<file path="config.mk">
export PLATFORM = sky130hd
export DESIGN_NAME = pci_io_bar_decode
export DESIGN_NICKNAME = d
export VERILOG_FILES = /design/src/rtl/iobar_pkg.sv /design/src/rtl/iobar_cfg_regs.sv /design/src/rtl/iobar_cfg_read.sv /design/src/rtl/iobar_addr_match.sv /design/src/rtl/pci_io_bar_decode.sv
export SDC_FILE = /design/constraint.sdc
export NUM_CORES = 1
export LEC_CHECK = 0
export BUFFER_PORTS_ARGS = -buffer_cell sky130_fd_sc_hd__buf_4
export CAP_MARGIN = 5
export CORE_ASPECT_RATIO = 0.7
export CORE_MARGIN = 8
export CORE_UTILIZATION = 49
export CTS_CLUSTER_DIAMETER = 100
export DETAILED_ROUTE_END_ITERATION = 16
export PLACE_DENSITY_LB_ADDON = 0.25
export SLEW_MARGIN = 30
export SYNTH_ARGS = -nofsm -noshare
export SYNTH_HDL_FRONTEND = slang
export SYNTH_SLANG_ARGS = --single-unit
</file>
<file path="constraint.sdc">
create_clock -name clk -period 6.7 [get_ports clk]
set_input_delay 2.01 -clock clk [delete_from_list [all_inputs] [get_ports clk]]
set_output_delay 2.01 -clock clk [all_outputs]
set_load 0.1 [all_outputs]
</file>
<file path="src/rtl/iobar_pkg.sv">
package iobar_pkg;
  localparam int DATA_W    = 32;
  localparam int BE_W      = DATA_W / 8;
  localparam int CFG_IDX_W = 6;

  localparam logic [3:0] CMD_IO_RD = 4'b0010;
  localparam logic [3:0] CMD_IO_WR = 4'b0011;

  localparam logic [CFG_IDX_W-1:0] IDX_IDENT = 6'd0;
  localparam logic [CFG_IDX_W-1:0] IDX_CMD   = 6'd1;
  localparam logic [CFG_IDX_W-1:0] IDX_CLASS = 6'd2;
  localparam logic [CFG_IDX_W-1:0] IDX_MISC  = 6'd3;
  localparam logic [CFG_IDX_W-1:0] IDX_BAR   = 6'd4;

  typedef struct packed {
    logic                 req;
    logic                 we;
    logic [CFG_IDX_W-1:0] idx;
    logic [BE_W-1:0]      be;
    logic [DATA_W-1:0]    wdata;
  } cfg_cmd_t;
endpackage

</file>
<file path="src/rtl/iobar_cfg_regs.sv">
module iobar_cfg_regs
  import iobar_pkg::*;
#(
  parameter int BASE_LSB = 5,
  localparam int BASE_W  = DATA_W - BASE_LSB
) (
  input  logic              clk,
  input  logic              rst,
  input  cfg_cmd_t          cfg,
  output logic              io_en,
  output logic [BASE_W-1:0] base
);
  logic              bar_wr;
  logic              cmd_wr;
  logic [DATA_W-1:0] lane_mask;
  logic [BASE_W-1:0] base_q = '0;
  logic              io_en_q;

  assign bar_wr = cfg.req && cfg.we && (cfg.idx == IDX_BAR);
  assign cmd_wr = cfg.req && cfg.we && (cfg.idx == IDX_CMD);

  always_comb begin
    for (int b = 0; b < BE_W; b++) lane_mask[b*8 +: 8] = {8{cfg.be[b]}};
  end

  // Base has no reset: it keeps its value across reset.
  always_ff @(posedge clk) begin
    if (bar_wr)
      base_q <= (base_q & ~lane_mask[DATA_W-1:BASE_LSB]) |
                (cfg.wdata[DATA_W-1:BASE_LSB] & lane_mask[DATA_W-1:BASE_LSB]);
  end

  always_ff @(posedge clk) begin
    if (rst)                      io_en_q <= 1'b0;
    else if (cmd_wr && cfg.be[0]) io_en_q <= cfg.wdata[0];
  end

  assign io_en = io_en_q;
  assign base  = base_q;

  AST_BASE_HELD: assert property (@(posedge clk) disable iff (rst)
    !bar_wr |=> $stable(base_q));
  AST_IOEN_HELD: assert property (@(posedge clk) disable iff (rst)
    !(cmd_wr && cfg.be[0]) |=> $stable(io_en_q));
endmodule

</file>
<file path="src/rtl/iobar_cfg_read.sv">
module iobar_cfg_read
  import iobar_pkg::*;
#(
  parameter int          BASE_LSB   = 5,
  parameter logic [15:0] VENDOR_ID  = 16'h0EE1,
  parameter logic [15:0] DEVICE_ID  = 16'h0001,
  parameter logic [7:0]  REV_ID     = 8'h00,
  parameter logic [7:0]  PROG_IF    = 8'h00,
  parameter logic [7:0]  SUB_CLASS  = 8'h00,
  parameter logic [7:0]  BASE_CLASS = 8'h02,
  parameter logic [7:0]  HDR_TYPE   = 8'h00,
  localparam int         BASE_W     = DATA_W - BASE_LSB
) (
  input  logic                 clk,
  input  logic                 rst,
  input  logic                 rd_req,
  input  logic [CFG_IDX_W-1:0] idx,
  input  logic                 io_en,
  input  logic [BASE_W-1:0]    base,
  output logic [DATA_W-1:0]    rdata,
  output logic                 rvalid
);
  logic [DATA_W-1:0] rd_mux;
  logic [DATA_W-1:0] rdata_q;
  logic              rvalid_q;

  always_comb begin
    unique case (idx)
      IDX_IDENT: rd_mux = {DEVICE_ID, VENDOR_ID};
      IDX_CMD:   rd_mux = {{(DATA_W-1){1'b0}}, io_en};
      IDX_CLASS: rd_mux = {BASE_CLASS, SUB_CLASS, PROG_IF, REV_ID};
      IDX_MISC:  rd_mux = {8'h00, HDR_TYPE, 16'h0000};
      IDX_BAR:   rd_mux = {base, {(BASE_LSB-1){1'b0}}, 1'b1};
      default:   rd_mux = '0;
    endcase
  end

  always_ff @(posedge clk) begin
    if (rst) begin
      rvalid_q <= 1'b0;
      rdata_q  <= '0;
    end else begin
      rvalid_q <= rd_req;
      if (rd_req) rdata_q <= rd_mux;
    end
  end

  assign rdata  = rdata_q;
  assign rvalid = rvalid_q;

  AST_RVALID_AFTER_READ: assert property (@(posedge clk) disable iff (rst)
    rvalid_q |-> $past(rd_req));
  AST_BAR_FIXED_BITS: assert property (@(posedge clk) disable iff (rst)
    (rvalid_q && $past(idx) == IDX_BAR) |-> rdata_q[BASE_LSB-1:0] == 1);
endmodule

</file>
<file path="src/rtl/iobar_addr_match.sv">
module iobar_addr_match
  import iobar_pkg::*;
#(
  parameter int BASE_LSB = 5,
  localparam int BASE_W  = DATA_W - BASE_LSB
) (
  input  logic              clk,
  input  logic              rst,
  input  logic              io_en,
  input  logic [BASE_W-1:0] base,
  input  logic              bus_frame,
  input  logic [DATA_W-1:0] bus_ad,
  input  logic [3:0]        bus_cbe,
  output logic              dev_sel
);
  logic frame_q;
  logic addr_phase;
  logic io_cmd;
  logic hit;
  logic sel_q;

  assign addr_phase = bus_frame && !frame_q;
  assign io_cmd     = (bus_cbe == CMD_IO_RD) || (bus_cbe == CMD_IO_WR);
  assign hit        = io_en && io_cmd && (bus_ad[DATA_W-1:BASE_LSB] == base);

  always_ff @(posedge clk) begin
    if (rst) begin
      frame_q <= 1'b0;
      sel_q   <= 1'b0;
    end else begin
      frame_q <= bus_frame;
      if (addr_phase)     sel_q <= hit;
      else if (!bus_frame) sel_q <= 1'b0;
    end
  end

  assign dev_sel = sel_q;

  AST_CLAIM_NEEDS_EN: assert property (@(posedge clk) disable iff (rst)
    $rose(sel_q) |-> $past(io_en));
  AST_CLAIM_IO_CMD: assert property (@(posedge clk) disable iff (rst)
    $rose(sel_q) |-> ($past(bus_frame) && $past(bus_cbe[3:1]) == 3'b001));
  AST_RELEASE_ON_IDLE: assert property (@(posedge clk) disable iff (rst)
    !bus_frame |=> !sel_q);
endmodule

</file>
<file path="src/rtl/pci_io_bar_decode.sv">
module pci_io_bar_decode
  import iobar_pkg::*;
#(
  parameter int          BASE_LSB  = 5,
  parameter logic [15:0] VENDOR_ID = 16'h0EE1,
  parameter logic [15:0] DEVICE_ID = 16'h0001
) (
  input  logic                 clk,
  input  logic                 rst,
  input  logic                 cfg_req,
  input  logic                 cfg_we,
  input  logic [CFG_IDX_W-1:0] cfg_idx,
  input  logic [BE_W-1:0]      cfg_be,
  input  logic [DATA_W-1:0]    cfg_wdata,
  output logic [DATA_W-1:0]    cfg_rdata,
  output logic                 cfg_rvalid,
  input  logic                 bus_frame,
  input  logic [DATA_W-1:0]    bus_ad,
  input  logic [3:0]           bus_cbe,
  output logic                 dev_sel
);
  localparam int BASE_W = DATA_W - BASE_LSB;

  cfg_cmd_t          cfg;
  logic              io_en;
  logic [BASE_W-1:0] base;

  assign cfg = '{req: cfg_req, we: cfg_we, idx: cfg_idx, be: cfg_be, wdata: cfg_wdata};

  iobar_cfg_regs #(.BASE_LSB(BASE_LSB)) u_regs (
    .clk(clk), .rst(rst), .cfg(cfg), .io_en(io_en), .base(base)
  );

  iobar_cfg_read #(
    .BASE_LSB(BASE_LSB), .VENDOR_ID(VENDOR_ID), .DEVICE_ID(DEVICE_ID)
  ) u_read (
    .clk(clk), .rst(rst), .rd_req(cfg_req && !cfg_we), .idx(cfg_idx),
    .io_en(io_en), .base(base), .rdata(cfg_rdata), .rvalid(cfg_rvalid)
  );

  iobar_addr_match #(.BASE_LSB(BASE_LSB)) u_match (
    .clk(clk), .rst(rst), .io_en(io_en), .base(base), .bus_frame(bus_frame),
    .bus_ad(bus_ad), .bus_cbe(bus_cbe), .dev_sel(dev_sel)
  );
endmodule

</file>
==> results by group, run 1 <==
Global routing
  • Initial antenna violation count: 0
  • Pin count of the biggest net entering global routing: 32
  • Met1 usage in global routing: 0.2180
  • Gr usage total: 0.1910
  • Most used routing layer: met2
  • Met3 GRT Util: 0.09533
  • M2 GR Usage: 0.3027
  • GR Overflow Total: 0
  • First-pass GRT wire length: ~11000 µm
  • Vias in the first global route: 2079

CTS
  • CTS clk-pin slew, worst paths: 0.06 ns
  • TritonCTS clock tree: done
  • Hold buffer count at cts: 0
  • H-tree Lvls: 3
  • Num CTS Buffers: 9
  • # Post-CTS Setup Buffers: 0
  • Clk sinks: 59
  • Clock Tree Buf Depth: 2
  • Cts repair resizes: 0
  • Clk root buf: clkbuf_8
  • Clock latency on the worst-skew pair: approximately 0.33 ns

Timing
  • Post-Route Skew: 0.004397 ns
  • Setup violations, final: 0
  • Slew HR: 0.3741
  • Final min period: ~3.7 ns
  • Fin crit share: 0.5536
  • Final Hold Fails: 0
  • RSZ-0062 raised after global routing: false
  • Final slew viol count: 0
  • Final hold slack: about 0.45 ns
  • Setup_tns: 0 ns
  • Least-Margin Pin Slew: just over 0.9 ns
  • Achievable Freq: 269.6 MHz

Die
  • Die width: between 90 and 100 µm
  • FP Rows: 21
  • Die Ht: roughly 74 µm
  • Core area: ~0.0047 mm²
  • Initial Util: 0.5048
  • DIE AREA: approximately 0.0074 mm²
  • I/O pin count: around 120

Cells and area
  • Share of cells above drive strength 1: 0.3598
  • Diode count: 0
  • Layout net count: approximately 410
  • Area Growth Syn to Fin: 39.26%

Yosys
  • Ranking of synthesized cells by area: edfxtp_1 (34%), dfxtp_1 (27%), xor2_1 (9.9%), a21oi_1 (5.7%), nand3_1 (4.4%)
  • Largest family of logic cells by synthesized area: simple AND/OR/NAND/NOR gates
  • Main synth FF type: dfxtp_1
  • Post-Synthesis Cell Area: 0.002387 mm²
  • YS warnings: 0
  • Share of synthesized registers carrying an async set or reset: 0
  • Most frequent cells after synthesis: dfxtp_1 (32), a21oi_1 (27), edfxtp_1 (27), nand2_1 (27), xor2_1 (27)
  • Post-Syn Instances: between 200 and 250
  • Post-synthesis xor/xnor area fraction: 0.09906
  • Adder-cell area share of the yosys netlist: 0
  • Post-synth EDFFs: 27
  • Synth Area in Simple Gates: 0.1698
  • Register area share after synthesis: 0.6080
  • Post-synthesis compound-gate area fraction: 0.07862
  • Multiplexer share of the synthesized area: 0.004193
  • Distinct cell type count after synthesis: 28
  • Top-area cell type share of the netlist area: 0.3396
  • Cell accounting for the most synthesized area: edfxtp_1
  • Synthesis-stage register bit count: ~60
  • Syn_area_per_cell: between 10 and 15 µm²
  • Count leader, synth: dfxtp_1

Power
  • Power Total: ~720 µW
  • Pwr Density: 215.2 mW/mm²
  • LEAKAGE: 1.356 nW
  • Worst IR Drop VDD: ~160 µV

Worst hold path
  • Worst min path class: reg2reg
  • Hold depth: 2

Routing
  • Via density: approximately 5
  • Initial DRC count: 130
  • DRC: 0
  • WL/cell: between 15 and 20 µm
  • Via count: between 1500 and 2000
  • TritonRoute pass-1 iters: 4
  • Detail Route Antenna Nets: 0
  • Routed WL: between 6000 and 7000 µm

Placement
  • IO Port Bufs: a little over 100
  • Routability Congestion: between 0.8 and 0.9
  • DPL Wire Length: ~5100 µm

Worst setup path
  • Critical Path Sink Type: flop
  • Worst Reg-to-Reg Cells: 4
  • CP Data Arrival Time: roughly 3.7 ns
  • CP startpoint kind: primary input
  • Critical Path RT: roughly 6.7 ns
  • Max FO, Critical Path: 18
  • Setup Crit Path Kind: in2reg

Run status
  • Outcome: finished clean

Job
  • Max_cap viols: 0
[routing by layer]
layer / wire length [µm] / vias to the layer above / share of wire
met5: 0 / - / 0
met4: 77 / 0 / 0.011
met3: 897 / 10 / 0.13
met2: 3156 / 93 / 0.46
met1: 2757 / 898 / 0.40
li1: - / 974 / -
[power breakdown]
group | switching [mW] | leakage (nW) | internal (mW)
combinational | 0.0424 | 0.776 | 0.0341
sequential | 0.000789 | 0.501 | 0.378
clock | 0.130 | 0.0792 | 0.131
total | 0.173 | 1.36 | 0.543
[logic make-up after synthesis]
logic type / count (synthesis)
flip-flops: 59
XOR/XNOR: 27
multiplexers: 1
AND/OR/NAND/NOR: 78
other: 1
buffers and inverters: 16
AO/OA/AOI/OAI: 37
[final cells by class]
type                       instances  area (µm²)
multi-input combinational        147       857.1
fill                             389        1405
tap                               57       71.32
clock inverter                     4       17.52
inverter                           2       7.507
sequential                        59        1451
timing repair buffer             104       784.5
clock buffer                      12       135.1
[placed cells by master (no fill, tap or decap), drive strengths merged, types with 2 or more instances in the layout]
cell type and n:
buf 104, dfxtp 32, nand2 27, a21oi 27, xor2 27, edfxtp 27
nand3 21, clkbuf 12, o21ai 9, nor4 7, and3 4, conb 4
clkinv 4, nor2 3, nand4 3, nor3 3, nor2b 3, inv 2
nor3b 2
[per-stage QoR]
stage | utilization | instances | instance area, µm² | setup WS [ns]
after floorplan | - | 222 | 2399 | 3.126
after detailed placement | 0.6683 | 368 | 3161 | 2.345
final | 0.7029 | 385 | 3324 | 2.991
after CTS | 0.7005 | 384 | 3313 | 2.703
after global placement | 0.6683 | 368 | 3161 | 2.362
after global routing | 0.7029 | 385 | 3324 | 2.934
[critical path, cell delays in order]
cell and delay (ns):
buf_4 0.12, or4_4 0.55, nor3_4 0.32, buf_6 0.24
and3_1 0.45
[worst paths after layout]
kind                          from               end  slack [ns]
setup / recovery        cfg_idx[5]              flop        2.99
hold / removal    u_read.rdata[26]  u_read.rdata[26]        0.45
setup reg to reg              flop   u_match.dev_sel        5.34
hold reg to reg   u_read.rdata[26]  u_read.rdata[26]        0.45
No activity file was read; power rests on OpenSTA's default activity.
==> run 2, diff against run 1 <==
--- a/config.mk
+++ b/config.mk
@@ -9,7 +9,7 @@
 export CAP_MARGIN = 5
 export CORE_ASPECT_RATIO = 0.7
 export CORE_MARGIN = 8
-export CORE_UTILIZATION = 49
+export CORE_UTILIZATION = 45
 export CTS_CLUSTER_DIAMETER = 100
 export DETAILED_ROUTE_END_ITERATION = 16
 export PLACE_DENSITY_LB_ADDON = 0.25
==> constraint.sdc (replaced) <==
create_clock -name clk -period 3.67 [get_ports clk]
set_input_delay 1.101 -clock clk [delete_from_list [all_inputs] [get_ports clk]]
set_output_delay 1.101 -clock clk [all_outputs]
set_load 0.1 [all_outputs]
==> results by group, run 2 (synthesis gave the netlist of run 1 again) <==
Routing
  • Via density: 4.978 (-3.0%)
  • TritonRoute pass-1 iters: 4 (unchanged)
  • Detail Route Antenna Nets: 0 (unchanged)
  • WL/cell: 17.25 µm (-3.6%)
  • Via count: 2006 (+1.6%)
  • Routed WL: 6953 µm (+0.93%)
  • Initial DRC count: 69 (-47%)
  • DRC: 0 (unchanged)

Global routing
  • Gr usage total: 0.1789 (-0.01217)
  • Met3 GRT Util: 0.06943 (-0.02590)
  • First-pass GRT wire length: 10610 µm (+0.86%)
  • GR Overflow Total: 0 (unchanged)
  • Initial antenna violation count: 0 (unchanged)
  • M2 GR Usage: 0.2789 (-0.02375)
  • Vias in the first global route: 2144 (+3.1%)
  • Pin count of the biggest net entering global routing: 32 (unchanged)
  • Most used routing layer: met2
  • Met1 usage in global routing: 0.2075 (-0.01051)

CTS
  • Clk sinks: 59 (unchanged)
  • Cts repair resizes: 0 (unchanged)
  • H-tree Lvls: 3 (unchanged)
  • CTS clk-pin slew, worst paths: 0.06 ns (about the same)
  • Clk root buf: clkbuf_8
  • Clock latency on the worst-skew pair: 0.33 ns (about the same)
  • TritonCTS clock tree: done
  • # Post-CTS Setup Buffers: 0 (unchanged)
  • Hold buffer count at cts: 0 (unchanged)
  • Num CTS Buffers: 9 (unchanged)
  • Clock Tree Buf Depth: 2 (unchanged)

Run status
  • Outcome: finished clean

Cells and area
  • Layout net count: 409 (+0.74%)
  • Final Cell Area: 0.003391 mm² (+2.0%)
  • Diode count: 0 (unchanged)
  • Share of cells above drive strength 1: 0.3716 (+0.01185)
  • Most frequent cells in the layout: buf_4 (107), dfxtp_1 (32)
  • Final cell count without fillers: 403 (+4.7%)
  • Final core occ: 0.6552 (-0.04769)
  • Commonest non-fill, non-tap cell in the layout: buf_4
  • Area Growth Syn to Fin: 42.03%

Die
  • Die Ht: 76.94 µm (+3.4%)
  • I/O pin count: 117 (unchanged)
  • DIE AREA: 0.007929 mm² (+7.2%)
  • Die width: 103.1 µm (+3.7%)
  • Core area: 0.005175 mm² (+9.4%)
  • FP Rows: 22 (+4.8%)
  • Initial Util: 0.4613 (-0.04345)

Worst setup path
  • CP cell instances: buf_4, or4_4, nor3_4, and3_1
  • Critical Path RT: 3.66 ns (-3.02 ns)
  • Slowest cell delay on critical path: 0.54 ns (about the same)
  • Worst Reg-to-Reg Cells: 4 (unchanged)
  • CP Data Arrival Time: 2.69 ns (-1.00 ns)
  • CP startpoint kind: primary input
  • Critical Path Sink Type: flop
  • Max FO, Critical Path: 12 (-6)
  • Reg-to-reg slack, setup: 2.29 ns (-3.05 ns)
  • Setup Crit Path Kind: in2reg
  • Worst path slowest cell: or4_4
  • FF-to-FF End: u_match.dev_sel

Worst hold path
  • Hold_sp: u_read.rdata[15]
  • Worst min path class: reg2reg
  • Hold depth: 2 (unchanged)
  • Hold endpoint: u_read.rdata[15]

Timing
  • Least-Margin Pin Slew: 0.7257 ns (-0.2090 ns)
  • Slew HR: 0.5152 (+0.1411)
  • Post-Route Skew: 0.003738 ns (-0.0006597 ns)
  • Final slew viol count: 0 (unchanged)
  • Final min period: 2.696 ns
  • Worst setup margin: 0.9735 ns (-2.017 ns)
  • RSZ-0062 raised after global routing: false
  • Setup violations, final: 0 (unchanged)
  • Setup_tns: 0 ns (unchanged)
  • Final hold slack: 0.4500 ns (+0.00002500 ns)
  • Final Hold Fails: 0 (unchanged)
  • Fin crit share: 0.7347
  • Achievable Freq: 370.9 MHz

Placement
  • Inst Count DP: 387 (+5.2%)
  • IO Port Bufs: 102 (unchanged)
  • Routability Congestion: 0.8196 (+0.89%)
  • DP Area: 0.003207 mm² (+1.5%)
  • DPL Wire Length: 5343 µm (+4.3%)
  • Place WS: 0.6279 ns (-1.717 ns)

Power
  • Worst IR Drop VDD: 264.0 µV (+63%)
  • LEAKAGE: 1.384 nW (+2.1%)
  • Pwr Density: 409.6 mW/mm² (+90%)
  • Power Total: 1.389 mW (+94%)

Job
  • Max_cap viols: 0 (unchanged)
run 2: worst max-delay path by stage:
stage | from | slack, ns | to
2_1_floorplan | cfg_idx[5] | 1.00 | flop
3_3_place_gp | cfg_idx[5] | 0.66 | flop
3_5_place_dp | cfg_idx[5] | 0.63 | flop
4_1_cts | cfg_idx[5] | 0.99 | flop
5_1_grt | cfg_idx[5] | 0.89 | flop
6_report | cfg_idx[5] | 0.97 | flop
run 2: final cells by class:
cell class / instances / area [µm²]
well taps: 72 / 90.09
clock inverters: 6 / 56.30
inverters: 2 / 7.507
clock buffers: 10 / 127.6
flip-flops and latches: 59 / 1451
multi-input cells: 147 / 854.6
fillers: 447 / 1784
repair buffers: 107 / 803.3
run 2: power breakdown:
group          internal, mW  switching (mW)  total [mW]  leakage [nW]
sequential            0.689         0.00152       0.691         0.501
clock                 0.307           0.248       0.555        0.0935
combinational        0.0637          0.0789       0.143         0.790
total                  1.06           0.328        1.39          1.38
run 2: routing by layer:
metal,vias to the layer above,part of all wire
li1,975,-
met1,937,0.41
met2,88,0.47
met3,6,0.11
met4,0,0.0086
met5,-,0
run 2: critical path: cells and delay by family:
| kind | cells | cell delay [ns] |
|---|---|---|
| AND/OR/NAND/NOR | 3 | 1.47 |
| buffers and inverters | 1 | 0.11 |
==> run 3, diff against run 2 <==
--- a/config.mk
+++ b/config.mk
@@ -5,11 +5,12 @@
 export SDC_FILE = /design/constraint.sdc
 export NUM_CORES = 1
 export LEC_CHECK = 0
+export ABC_AREA = 1
 export BUFFER_PORTS_ARGS = -buffer_cell sky130_fd_sc_hd__buf_4
 export CAP_MARGIN = 5
 export CORE_ASPECT_RATIO = 0.7
 export CORE_MARGIN = 8
-export CORE_UTILIZATION = 45
+export CORE_UTILIZATION = 43
 export CTS_CLUSTER_DIAMETER = 100
 export DETAILED_ROUTE_END_ITERATION = 16
 export PLACE_DENSITY_LB_ADDON = 0.25
==> constraint.sdc (replaced) <==
create_clock -name clk -period 2.2 [get_ports clk]
set_input_delay 0.66 -clock clk [delete_from_list [all_inputs] [get_ports clk]]
set_output_delay 0.66 -clock clk [all_outputs]
set_load 0.1 [all_outputs]
==> results by group, run 3 <==
Routing
  • WL/cell: 13.55 µm (-21%)
  • Initial DRC count: 79 (+14%)
  • Detail Route Antenna Nets: 0 (unchanged)
  • Via count: 2441 (+22%)
  • TritonRoute pass-1 iters: 4 (unchanged)
  • Routed WL: 7426 µm (+6.8%)
  • DRC: 0 (unchanged)
  • Via density: 4.454 (-11%)

Yosys
  • Synth Area in Simple Gates: 0.2220 (+0.05222)
  • Largest family of logic cells by synthesized area: simple AND/OR/NAND/NOR gates
  • YS warnings: 0 (unchanged)
  • Register area share after synthesis: 0.5110 (-0.09695)
  • Syn_area_per_cell: 8.023 µm² (-26%)
  • Post-synthesis xor/xnor area fraction: 0.01850 (-0.08055)
  • Post-synth EDFFs: 27 (unchanged)
  • Post-Synthesis Cell Area: 0.002840 mm² (+19%)
  • Synthesis-stage register bit count: 59 (unchanged)
  • Cell accounting for the most synthesized area: edfxtp_1
  • Share of synthesized registers carrying an async set or reset: 0 (unchanged)
  • Multiplexer share of the synthesized area: 0 (-0.004193)
  • Top-area cell type share of the netlist area: 0.2855 (-0.05416)
  • Post-synthesis compound-gate area fraction: 0.1282 (+0.04958)
  • Post-Syn Instances: 354 (+62%)
  • Ranking of synthesized cells by area: edfxtp_1 (29%), dfxtp_1 (23%), nand2_1 (15%), inv_1 (7.9%), a21oi_2 (5.9%)
  • Distinct cell type count after synthesis: 25 (-11%)
  • Count leader, synth: nand2_1
  • Main synth FF type: dfxtp_1
  • Adder-cell area share of the yosys netlist: 0 (unchanged)
  • Most frequent cells after synthesis: nand2_1 (111), inv_1 (60), dfxtp_1 (32)

Power
  • LEAKAGE: 1.859 nW (+34%)
  • Worst IR Drop VDD: 322.9 µV (+22%)
  • Pwr Density: 654.6 mW/mm² (+60%)

Cells and area
  • Final cell count without fillers: 548 (+36%)
  • Diode count: 0 (unchanged)
  • Area Growth Syn to Fin: 36.04%
  • Share of cells above drive strength 1: 0.3298 (-0.04181)
  • Multi-input logic area: 0.001062 mm² (+24%)
  • FF/Latch Area: 0.001451 mm² (unchanged)
  • Most frequent cells in the layout: nand2_1 (111), buf_4 (111), inv_1 (60)
  • Layout net count: 548 (+34%)
  • Fill cell count: 579 (+30%)

CTS
  • Clock latency on the worst-skew pair: 0.32 ns (about the same)
  • Clk sinks: 59 (unchanged)
  • # Post-CTS Setup Buffers: 0 (unchanged)
  • Clk root buf: clkbuf_8
  • Cts repair resizes: 0 (unchanged)
  • TritonCTS clock tree: done
  • CTS clk-pin slew, worst paths: 0.07 ns (about the same)
  • H-tree Lvls: 3 (unchanged)
  • Clock Tree Buf Depth: 2 (unchanged)
  • Num CTS Buffers: 9 (unchanged)
  • Hold buffer count at cts: 0 (unchanged)

Job
  • Max_cap viols: 0 (unchanged)

Timing
  • Final min period: approximately 1.7 ns
  • Achievable Freq: around 600 MHz
  • Post-Route Skew: 0.004944 ns (+0.001206 ns)
  • Setup violations, final: 0 (unchanged)
  • Worst setup margin: 0.4969 ns (-0.4766 ns)
  • Final slew viol count: 0 (unchanged)
  • Final Hold Fails: 0 (unchanged)
  • Setup_tns: 0 ns (unchanged)
  • Fin crit share: 0.7741
  • RSZ-0062 raised after global routing: false

Global routing
  • Pin count of the biggest net entering global routing: 21 (-34%)
  • Initial antenna violation count: 0 (unchanged)
  • First-pass GRT wire length: 12010 µm (+13%)
  • Vias in the first global route: 2561 (+19%)
  • Gr usage total: 0.1592 (-0.01969)
  • GR Overflow Total: 0 (unchanged)

Worst setup path
  • Setup Crit Path Kind: in2reg
  • Max FO, Critical Path: 6 (-6)
  • CP startpoint kind: primary input
  • Critical Path Sink Type: flop
  • Critical Path RT: 2.24 ns (-1.42 ns)
  • CP Data Arrival Time: 1.75 ns (-0.94 ns)

Die
  • DIE AREA: 0.009503 mm² (+20%)
  • Die width: 113.1 µm (+9.8%)
  • Initial Util: 0.4504 (-0.01092)
  • Core area: 0.006306 mm² (+22%)
  • Die Ht: 84.00 µm (+9.2%)
  • I/O pin count: 117 (unchanged)
  • FP Rows: 24 (+9.1%)

Placement
  • Inst Count DP: 532 (+37%)
  • DPL Wire Length: 5978 µm (+12%)
  • Place WS: 0.1391 ns (-0.4888 ns)
  • Routability Congestion: 0.8135 (-0.74%)
  • IO Port Bufs: 102 (unchanged)

Worst hold path
  • Worst min path class: reg2reg

Run status
  • Outcome: finished clean
## run 3: cell type report
| type | count | share of cell area |
|---|---|---|
| timing repair buffer | 111 | 0.2157 |
| multi-input combinational | 221 | 0.2749 |
| inverter | 63 | 0.06120 |
| sequential | 59 | 0.3756 |
| tap | 78 | 0.02526 |
| clock inverter | 2 | 0.002591 |
| clock buffer | 14 | 0.04469 |
## run 3: cells by family after synthesis
logic type	after synthesis
buffers and inverters	77
XOR/XNOR	6
AO/OA/AOI/OAI	57
other	1
AND/OR/NAND/NOR	154
flip-flops	59
## run 3: report_power, final
| group | internal, mW | leakage, nW | total, mW | switching (mW) |
|---|---|---|---|---|
| logic | 0.151 | 1.26 | 0.457 | 0.306 |
| registers | 1.17 | 0.504 | 1.18 | 0.0125 |
| clock network | 0.498 | 0.0965 | 0.890 | 0.392 |
| total | 1.82 | 1.86 | 2.53 | 0.710 |
## run 3: stage by stage
stage	util	power (mW)	hold slack [ns]	cell area [µm²]
4_1_cts	0.6127	2.562	0.4679	3864
3_3_place_gp	0.5837	1.658	0.4521	3681
6_report	0.6127	2.529	0.4647	3864
5_1_grt	0.6127	2.651	0.4744	3864
3_5_place_dp	0.5837	1.663	0.4585	3681
2_1_floorplan	-	1.502	0.4455	2851
## run 3: critical path, cell delays in order
cell and delay [ns]:
buf_4 0.12, nor2_2 0.14, nand3_2 0.10, nor2_4 0.09
nand2_1 0.16, nor2_1 0.26, buf_4 0.20
## run 3: worst paths after layout
path / depth (start not counted) / end / from / slack, ns
min: 2 / u_read.rdata[9] / u_read.rdata[9] / 0.46
max reg2reg: 7 / u_match.dev_sel / flop / 0.94
max: 7 / flop / cfg_idx[1] / 0.50
min reg2reg: 2 / u_read.rdata[9] / u_read.rdata[9] / 0.46
## run 3: layer usage
metal | global-route usage | vias to the layer above | share of wire
li1 | - | 1306 | -
met1 | 0.1868 | 1057 | 0.45
met2 | 0.2495 | 72 | 0.46
met3 | 0.07225 | 6 | 0.081
met4 | 0.05904 | 0 | 0.0065
met5 | 0 | - | 0
